$ cat src/rtl/dmarb_pkg.sv
package dmarb_pkg;

    typedef enum logic [1:0] {
        CH_IDLE  = 2'd0,
        CH_XFER  = 2'd1,
        CH_WAIT  = 2'd2,
        CH_FETCH = 2'd3
    } ch_state_e;

    typedef enum logic {
        FC_FREE = 1'b0,
        FC_BUSY = 1'b1
    } fc_state_e;

endpackage

$ cat src/rtl/dmarb_rr_pick.sv
module dmarb_rr_pick #(
    parameter int NUM_CH = 6,
    localparam int IDX_W = $clog2(NUM_CH)
) (
    input  logic [NUM_CH-1:0] req_i,
    input  logic [IDX_W-1:0]  last_i,
    output logic [NUM_CH-1:0] win_o,
    output logic [IDX_W-1:0]  win_idx_o,
    output logic              any_o
);

    // Search starts one place after the previous winner and wraps.
    always_comb begin
        win_o     = '0;
        win_idx_o = '0;
        any_o     = 1'b0;
        for (int k = 1; k <= NUM_CH; k++) begin
            int t;
            t = int'(last_i) + k;
            if (t >= NUM_CH) begin
                t = t - NUM_CH;
            end
            if (!any_o && req_i[IDX_W'(t)]) begin
                win_o[IDX_W'(t)] = 1'b1;
                win_idx_o        = IDX_W'(t);
                any_o            = 1'b1;
            end
        end
    end

endmodule

$ cat src/rtl/dmarb_fetch_ctl.sv
module dmarb_fetch_ctl
    import dmarb_pkg::*;
#(
    parameter int RELOAD_CYC = 8
) (
    input  logic clk,
    input  logic rst_n,
    input  logic begin_i,
    output logic busy_o,
    output logic last_o
);

    localparam int RC_W = $clog2(RELOAD_CYC + 1);
    localparam logic [RC_W-1:0] LAST_CNT = RC_W'(RELOAD_CYC - 1);

    fc_state_e       state_q, state_d;
    logic [RC_W-1:0] cnt_q;

    // state register
    always_ff @(posedge clk) begin
        if (!rst_n) begin
            state_q <= FC_FREE;
        end else begin
            state_q <= state_d;
        end
    end

    // cycle counter; the winning cycle is fetch cycle 1
    always_ff @(posedge clk) begin
        if (!rst_n) begin
            cnt_q <= '0;
        end else if (begin_i) begin
            cnt_q <= RC_W'(1);
        end else if (state_q == FC_BUSY) begin
            cnt_q <= (cnt_q == LAST_CNT) ? '0 : cnt_q + RC_W'(1);
        end
    end

    always_comb begin
        state_d = state_q;
        unique case (state_q)
            FC_FREE: if (begin_i) state_d = FC_BUSY;
            FC_BUSY: if (cnt_q == LAST_CNT) state_d = FC_FREE;
            default: state_d = FC_FREE;
        endcase
    end

    // outputs
    always_comb begin
        busy_o = (state_q == FC_BUSY);
        last_o = (state_q == FC_BUSY) && (cnt_q == LAST_CNT);
    end

    AST_FETCH_NO_REENTRY: assert property (@(posedge clk) disable iff (!rst_n)
        busy_o |-> !begin_i) else $error("fetch began while bus locked");

endmodule

$ cat src/rtl/dmarb_channel.sv
module dmarb_channel
    import dmarb_pkg::*;
#(
    parameter int BLOCK_LEN = 1024
) (
    input  logic clk,
    input  logic rst_n,
    input  logic start_i,
    input  logic chain_en_i,
    input  logic word_req_i,
    input  logic win_i,
    input  logic fetch_last_i,
    output logic req_o,
    output logic waiting_o,
    output logic grant_o,
    output logic fetch_o,
    output logic done_o
);

    localparam int CNT_W = $clog2(BLOCK_LEN + 1);
    localparam logic [CNT_W-1:0] FULL = CNT_W'(BLOCK_LEN);

    ch_state_e        state_q, state_d;
    logic [CNT_W-1:0] cnt_q;
    logic             done_q;
    logic             last_word;

    // state register
    always_ff @(posedge clk) begin
        if (!rst_n) begin
            state_q <= CH_IDLE;
        end else begin
            state_q <= state_d;
        end
    end

    // outputs
    always_comb begin
        req_o     = 1'b0;
        waiting_o = 1'b0;
        grant_o   = 1'b0;
        fetch_o   = 1'b0;
        unique case (state_q)
            CH_IDLE:  ;
            CH_XFER:  begin
                req_o   = word_req_i;
                grant_o = win_i;
            end
            CH_WAIT:  begin
                req_o     = 1'b1;
                waiting_o = 1'b1;
                fetch_o   = win_i;
            end
            CH_FETCH: fetch_o = 1'b1;
            default:  ;
        endcase
    end

    assign last_word = grant_o && (cnt_q == CNT_W'(1));
    assign done_o    = done_q;

    // next state
    always_comb begin
        state_d = state_q;
        unique case (state_q)
            CH_IDLE:  if (start_i) state_d = CH_XFER;
            CH_XFER:  if (last_word) state_d = chain_en_i ? CH_WAIT : CH_IDLE;
            CH_WAIT:  if (win_i) state_d = CH_FETCH;
            CH_FETCH: if (fetch_last_i) state_d = CH_XFER;
            default:  state_d = CH_IDLE;
        endcase
    end

    // word counter and completion pulse
    always_ff @(posedge clk) begin
        if (!rst_n) begin
            cnt_q  <= '0;
            done_q <= 1'b0;
        end else begin
            done_q <= last_word;
            if (state_q == CH_IDLE && start_i) begin
                cnt_q <= FULL;
            end else if (state_q == CH_FETCH && fetch_last_i) begin
                cnt_q <= FULL;
            end else if (grant_o) begin
                cnt_q <= cnt_q - CNT_W'(1);
            end
        end
    end

    AST_GRANT_HAS_REQ: assert property (@(posedge clk) disable iff (!rst_n)
        grant_o |-> word_req_i) else $error("grant without request");

    AST_START_IGNORED: assert property (@(posedge clk) disable iff (!rst_n)
        (state_q != CH_IDLE && start_i && !grant_o &&
         !(state_q == CH_FETCH && fetch_last_i)) |=> $stable(cnt_q))
        else $error("start altered a busy channel");

    AST_DONE_PULSE: assert property (@(posedge clk) disable iff (!rst_n)
        done_q |=> !done_q) else $error("done longer than one cycle");

    AST_IDLE_NO_GRANT: assert property (@(posedge clk) disable iff (!rst_n)
        (state_q == CH_IDLE && !start_i) |=> !grant_o)
        else $error("grant to unarmed channel");

endmodule

$ cat src/rtl/chain_dma_arbiter.sv
module chain_dma_arbiter
    import dmarb_pkg::*;
#(
    parameter int NUM_CH     = 6,
    parameter int BLOCK_LEN  = 1024,
    parameter int RELOAD_CYC = 8
) (
    input  logic              clk,
    input  logic              rst_n,
    input  logic [NUM_CH-1:0] start_i,
    input  logic [NUM_CH-1:0] chain_en_i,
    input  logic [NUM_CH-1:0] word_req_i,
    output logic [NUM_CH-1:0] grant_o,
    output logic [NUM_CH-1:0] fetch_o,
    output logic [NUM_CH-1:0] done_o
);

    localparam int IDX_W = $clog2(NUM_CH);
    localparam int RUN_W = $clog2(RELOAD_CYC + 1) + 1;

    logic [NUM_CH-1:0] req_vec, wait_vec, win_vec, masked;
    logic [IDX_W-1:0]  ptr_q, win_idx;
    logic              any_win, busy, fetch_last, fetch_begin;

    // a running fetch locks out every contender
    assign masked      = busy ? '0 : req_vec;
    assign fetch_begin = |(win_vec & wait_vec);

    dmarb_rr_pick #(.NUM_CH(NUM_CH)) u_pick (
        .req_i     (masked),
        .last_i    (ptr_q),
        .win_o     (win_vec),
        .win_idx_o (win_idx),
        .any_o     (any_win)
    );

    always_ff @(posedge clk) begin
        if (!rst_n) begin
            ptr_q <= IDX_W'(NUM_CH - 1);
        end else if (any_win) begin
            ptr_q <= win_idx;
        end
    end

    dmarb_fetch_ctl #(.RELOAD_CYC(RELOAD_CYC)) u_fetch (
        .clk     (clk),
        .rst_n   (rst_n),
        .begin_i (fetch_begin),
        .busy_o  (busy),
        .last_o  (fetch_last)
    );

    for (genvar g = 0; g < NUM_CH; g++) begin : g_ch
        dmarb_channel #(.BLOCK_LEN(BLOCK_LEN)) u_ch (
            .clk          (clk),
            .rst_n        (rst_n),
            .start_i      (start_i[g]),
            .chain_en_i   (chain_en_i[g]),
            .word_req_i   (word_req_i[g]),
            .win_i        (win_vec[g]),
            .fetch_last_i (fetch_last),
            .req_o        (req_vec[g]),
            .waiting_o    (wait_vec[g]),
            .grant_o      (grant_o[g]),
            .fetch_o      (fetch_o[g]),
            .done_o       (done_o[g])
        );
    end

    // length of the fetch run most recently started
    logic [RUN_W-1:0] fetch_run;
    always_ff @(posedge clk) begin
        if (!rst_n) begin
            fetch_run <= '0;
        end else if (fetch_begin) begin
            fetch_run <= RUN_W'(1);
        end else if (|fetch_o && fetch_run != '1) begin
            fetch_run <= fetch_run + RUN_W'(1);
        end
    end

    AST_BUS_ONE_USE: assert property (@(posedge clk) disable iff (!rst_n)
        $onehot0({grant_o, fetch_o})) else $error("bus used twice");

    AST_NO_GRANT_IN_FETCH: assert property (@(posedge clk) disable iff (!rst_n)
        busy |-> (grant_o == '0)) else $error("grant during fetch");

    AST_FETCH_RUN_LEN: assert property (@(posedge clk) disable iff (!rst_n)
        fetch_begin |-> (fetch_run == '0 || fetch_run == RUN_W'(RELOAD_CYC)))
        else $error("fetch run of wrong length");

    AST_FETCH_NOT_LONG: assert property (@(posedge clk) disable iff (!rst_n)
        (|fetch_o && !fetch_begin) |-> (fetch_run < RUN_W'(RELOAD_CYC)))
        else $error("fetch overran");

endmodule

$ cat config.mk
export PLATFORM = sky130hd
export DESIGN_NAME = chain_dma_arbiter
export DESIGN_NICKNAME = d
export VERILOG_FILES = /design/src/rtl/dmarb_pkg.sv /design/src/rtl/dmarb_rr_pick.sv /design/src/rtl/dmarb_fetch_ctl.sv /design/src/rtl/dmarb_channel.sv /design/src/rtl/chain_dma_arbiter.sv
export SDC_FILE = /design/constraint.sdc
export NUM_CORES = 1
export LEC_CHECK = 0
export BUFFER_PORTS_ARGS = -buffer_cell sky130_fd_sc_hd__buf_4
export CELL_PAD_IN_SITES_DETAIL_PLACEMENT = 0
export CELL_PAD_IN_SITES_GLOBAL_PLACEMENT = 2
export CORE_ASPECT_RATIO = 1.4
export CORE_UTILIZATION = 38
export DETAILED_ROUTE_END_ITERATION = 10
export PLACE_DENSITY = 0.81
export SLEW_MARGIN = 20
export SYNTH_ARGS = -nofsm -noshare
export SYNTH_HDL_FRONTEND = slang
export SYNTH_SLANG_ARGS = --single-unit
$ cat constraint.sdc
create_clock -name clk -period 3.8 [get_ports clk]
set_input_delay 0.19 -clock clk [delete_from_list [all_inputs] [get_ports clk]]
set_output_delay 0.19 -clock clk [all_outputs]
set_load 0.01 [all_outputs]
==> results <==
- The fraction of power spent switching nets is 44.5%.
- The clock tree from TritonCTS is done.
- Relative to the synthesized area, the layout overhead comes to 15.6%.
- Clock tree synthesis found a total of 92 sinks.
- The CTS H-tree depth is 3.
- The final count of pins violating max slew is 0.
- Summed over all failing endpoints, the final setup total negative slack is 0 ns.
- The first-pass GRT wire length is 28.2 mm.
- The cell with the biggest individual delay on the critical path is or4_4.
- After synthesis the netlist holds a flip-flop and latch count of 92.
- 38 I/O pins were placed.
- The commonest cells after synthesis are dfxtp_1, nor2_1, inv_1.
- The height of the die is 157 um.
- Setup repair after global routing could not meet its margin everywhere.
- The cell with the most instances after synthesis is dfxtp_1.
- For this run, the slowest stage of the critical path takes 0.52 ns.
- The critical path contains buffers and inverters numbering 2 combined.
- In this run the static leakage power is 2.99 nW.
- The post-detailed-route via-to-cell ratio is 5.79.
- The internal cell power is 2.82 mW.
- The area of the core is 16800 um^2.
- The largest total area in the synthesized netlist belongs to dfxtp_1.
- The remaining global-route overflow is 0.
- The number of antenna diodes in the final layout is 0.
- For this run, the total global-route usage over all layers was measured as 20.3%.
- After detailed routing, the average wire length per cell comes to 17.3 um.
- In the synthesized netlist, the number of instances is 776.
- The count of buffers inserted at the top-level ports is 37.
- The number of design rule violations left after detail routing is 0.
- The headroom to the max-slew limit is 53.0%.
- VDD sags by at most 0.000274 V.
- The hold violation count in the final report came to 0.
- The worst hold-check path type is input port to flop.
- Once detail routing completed, the nets flagged for antenna violations numbered 0.
- The mean post-synth cell area is 8.42 um^2.
- The detailed-placement wirelength estimate is 13.2 mm.
- The final layout contains 884 nets.
- The final standard cell count with taps included and fillers excluded is 1025.
- The critical path in this run is classified as flop to output port.
- The clock passes through at most 2 buffers.
- The fraction of layout cells with a size suffix above 1 is 18.1%.
- The number of maximum-capacitance violations is 0.
- The total wire length after detailed routing is 17.7 mm.
- The first-pass detailed-route iteration total is 5.
- Clock latency on the worst-skew pair, taken at its later pin, is 0.35 ns.
- Setup violations remaining at the end of the flow were counted as 0.
- The kind of start point of the critical path is a flop.
- The sequential fraction of the synthesis area is 28.2%.
- The final clock skew is 0.00728 ns.
- In this run the horizontal extent of the chip is 113 um.
- After synthesis, the share of flip-flops with an asynchronous set or reset is 0%.
- The number of nets in the synthesized netlist is 843.
- The flow ran to the end, and the final reports show no timing, DRC or antenna violations.
- Entering global routing, the biggest net connects 36 pins.
- The routability congestion estimate from global placement is 0.948.
- The via count of the first global-routing pass came to 5682.
- The data arrival time of the worst path is 3.49 ns.
- The worst setup path is captured at an output port.
- The final critical path takes up 96.7% of the cycle.
- In this run, post-CTS hold repair placed 0 buffers.
- In this run, synthesis inferred 0 flip-flops with an integrated enable.
- The cell family contributing the most delay on the critical path is simple AND/OR/NAND/NOR gates.
- Per report_power, the clock group accounts for 19.9% of the total.
- Yosys printed 0 warnings.
- The most used flip-flop cell after synthesis is dfxtp_1.
- By area the synthesized netlist is led by dfxtp_1, ha_1, xor2_1.
- The required time of the worst setup path is 3.61 ns.
- The number of buffers created by CTS is 9.
- For this configuration, the core starts out at a cell density of 38.8%.
- The synthesized netlist occupies a cell area of 6530 um^2.
- The switching power is 2.26 mW.
- Synthesis instantiated 99 different standard cells from the library.
- Walking the worst path, the cells encountered are inv_1, ha_1, and2_1, a32o_1, and3_1, or2_4, or4_4, o211ai_4, nor2_1, o21bai_1, buf_4.
- Once placement completed, the tool counted placed cells totaling 1003.
- The detailed-route via count is 5934.
- The violation count after the first detailed-route iteration is 321.
- The transition time of the tightest slew-check pin is 0.699 ns.
- The floorplan step defined a die boundary enclosing 17700 um^2.
- The share of total power in sequential cells is 23.5%.
- After clock tree synthesis, the clock-pin slew on the worst setup and hold paths is 0.07 ns.
- The number of placement rows is 56.
- Timing would allow up to 272 MHz.
- The share of the synthesized area in the top cell type is 28.2%.
- The root buffer cell chosen for the clock tree is clkbuf_16.
- In this run the power density over the cells is 673 nW/um^2.
- The peak fanout along the critical path is 9.
- The routed design could run at a clock period as short as 3.68 ns.
- Per report_power, the combinational group accounts for 56.6% of the total.
- The initial antenna violation count is 0.
[state kept, by name (all words and copies together) (netlist names)]
name,count
g_ch.u_ch.done_o,6
u_fetch.cnt_q,4
u_fetch.busy_o,1
ptr_q,3
g_ch.u_ch.state_q,12
g_ch.u_ch.cnt_q,66
[worst min-delay path, stage by stage]
cell,delay [ns]
buf_4,0.09
a22oi_1,0.09
a21oi_1,0.12
[kinds of logic after synthesis]
logic type / synth area share, %
flip-flops: 28.2
buffers and inverters: 7.11
XOR/XNOR: 6.40
multiplexers: 1.88
AND/OR/NAND/NOR: 23.9
adder cells (fa/ha/maj): 9.00
AO/OA/AOI/OAI: 23.5
[power groups by stage]
stage / sequential [mW] / combinational [mW] / clock, mW
after CTS: 1.19 / 2.66 / 1.04
final: 1.19 / 2.87 / 1.01
after global routing: 1.21 / 3.11 / 1.08
after floorplan: 1.19 / 1.89 / 0
after detailed placement: 1.21 / 2.60 / 0
after global placement: 1.21 / 2.59 / 0
[metal layers]
metal	track usage (%)	routed length, um
met2	35.9	8920
met4	10.6	609
met1	23.3	7610
met5	0	0
met3	3.35	557
[through the flow]
stage               util (%)  power (mW)  setup WS (ns)  hold WS, ns  area [um^2]
floorplan                  -        3.08          0.339        0.410         6530
finish                  44.9        5.08          0.124        0.182         7550
global placement        41.8        3.79        0.00632        0.458         7030
CTS                     43.9        4.88         0.0456        0.170         7390
detailed placement      41.8        3.81        -0.0193        0.473         7030
global route            44.9        5.41        -0.0427        0.195         7550
[layout make-up]
| class | instances | area [um^2] |
|---|---|---|
| tap | 203 | 254 |
| fill | 1667 | 9270 |
| multi-input combinational | 589 | 4370 |
| clock buffer | 10 | 229 |
| inverter | 53 | 199 |
| sequential | 92 | 1840 |
| clock inverter | 6 | 93.8 |
| timing repair buffer | 72 | 557 |
[path summary, 6_finish.rpt]
| path | endpoint | slack, ns | from | cells past startpoint |
|---|---|---|---|---|
| max reg2reg | g_ch[0].u_ch.cnt_q[6] | 0.23 | ptr_q[1] | 12 |
| max | fetch_o[2] | 0.12 | g_ch[5].u_ch.state_q[1] | 11 |
| min reg2reg | g_ch[1].u_ch.cnt_q[8] | 0.48 | g_ch[1].u_ch.cnt_q[8] | 2 |
| min | g_ch[4].u_ch.cnt_q[10] | 0.18 | start_i[4] | 3 |
[cell usage in the layout (no fill, tap or decap), types with 5 or more instances in the layout]
master,Yosys,routed
clkbuf_16,0,9
o2111ai_1,8,8
nor2b_1,11,11
o21ai_0,17,16
and2_1,9,9
nor4_1,11,11
dfxtp_1,92,90
mux2i_1,10,8
nor2_1,67,67
nand2b_1,6,6
a22oi_1,10,10
or4_1,14,14
inv_1,52,51
buf_4,22,70
nand3_1,31,29
and3_1,9,8
nor3_1,17,17
a21o_1,15,15
o211ai_1,9,9
nand4_1,10,10
o31ai_1,15,15
xnor2_1,12,11
o21a_1,5,5
or2_2,5,5
xor2_1,32,30
or3_1,11,11
ha_1,47,44
a211oi_1,9,9
nand2_1,49,49
a21oi_1,45,43
[repair_timing]
item	4_1_cts	5_1_grt
setup endpoints to repair	10	24
setup buffers	1	5
gates resized for setup	8	26
pin swaps	1	6
Note: power is estimated with default switching activity, not from simulation.
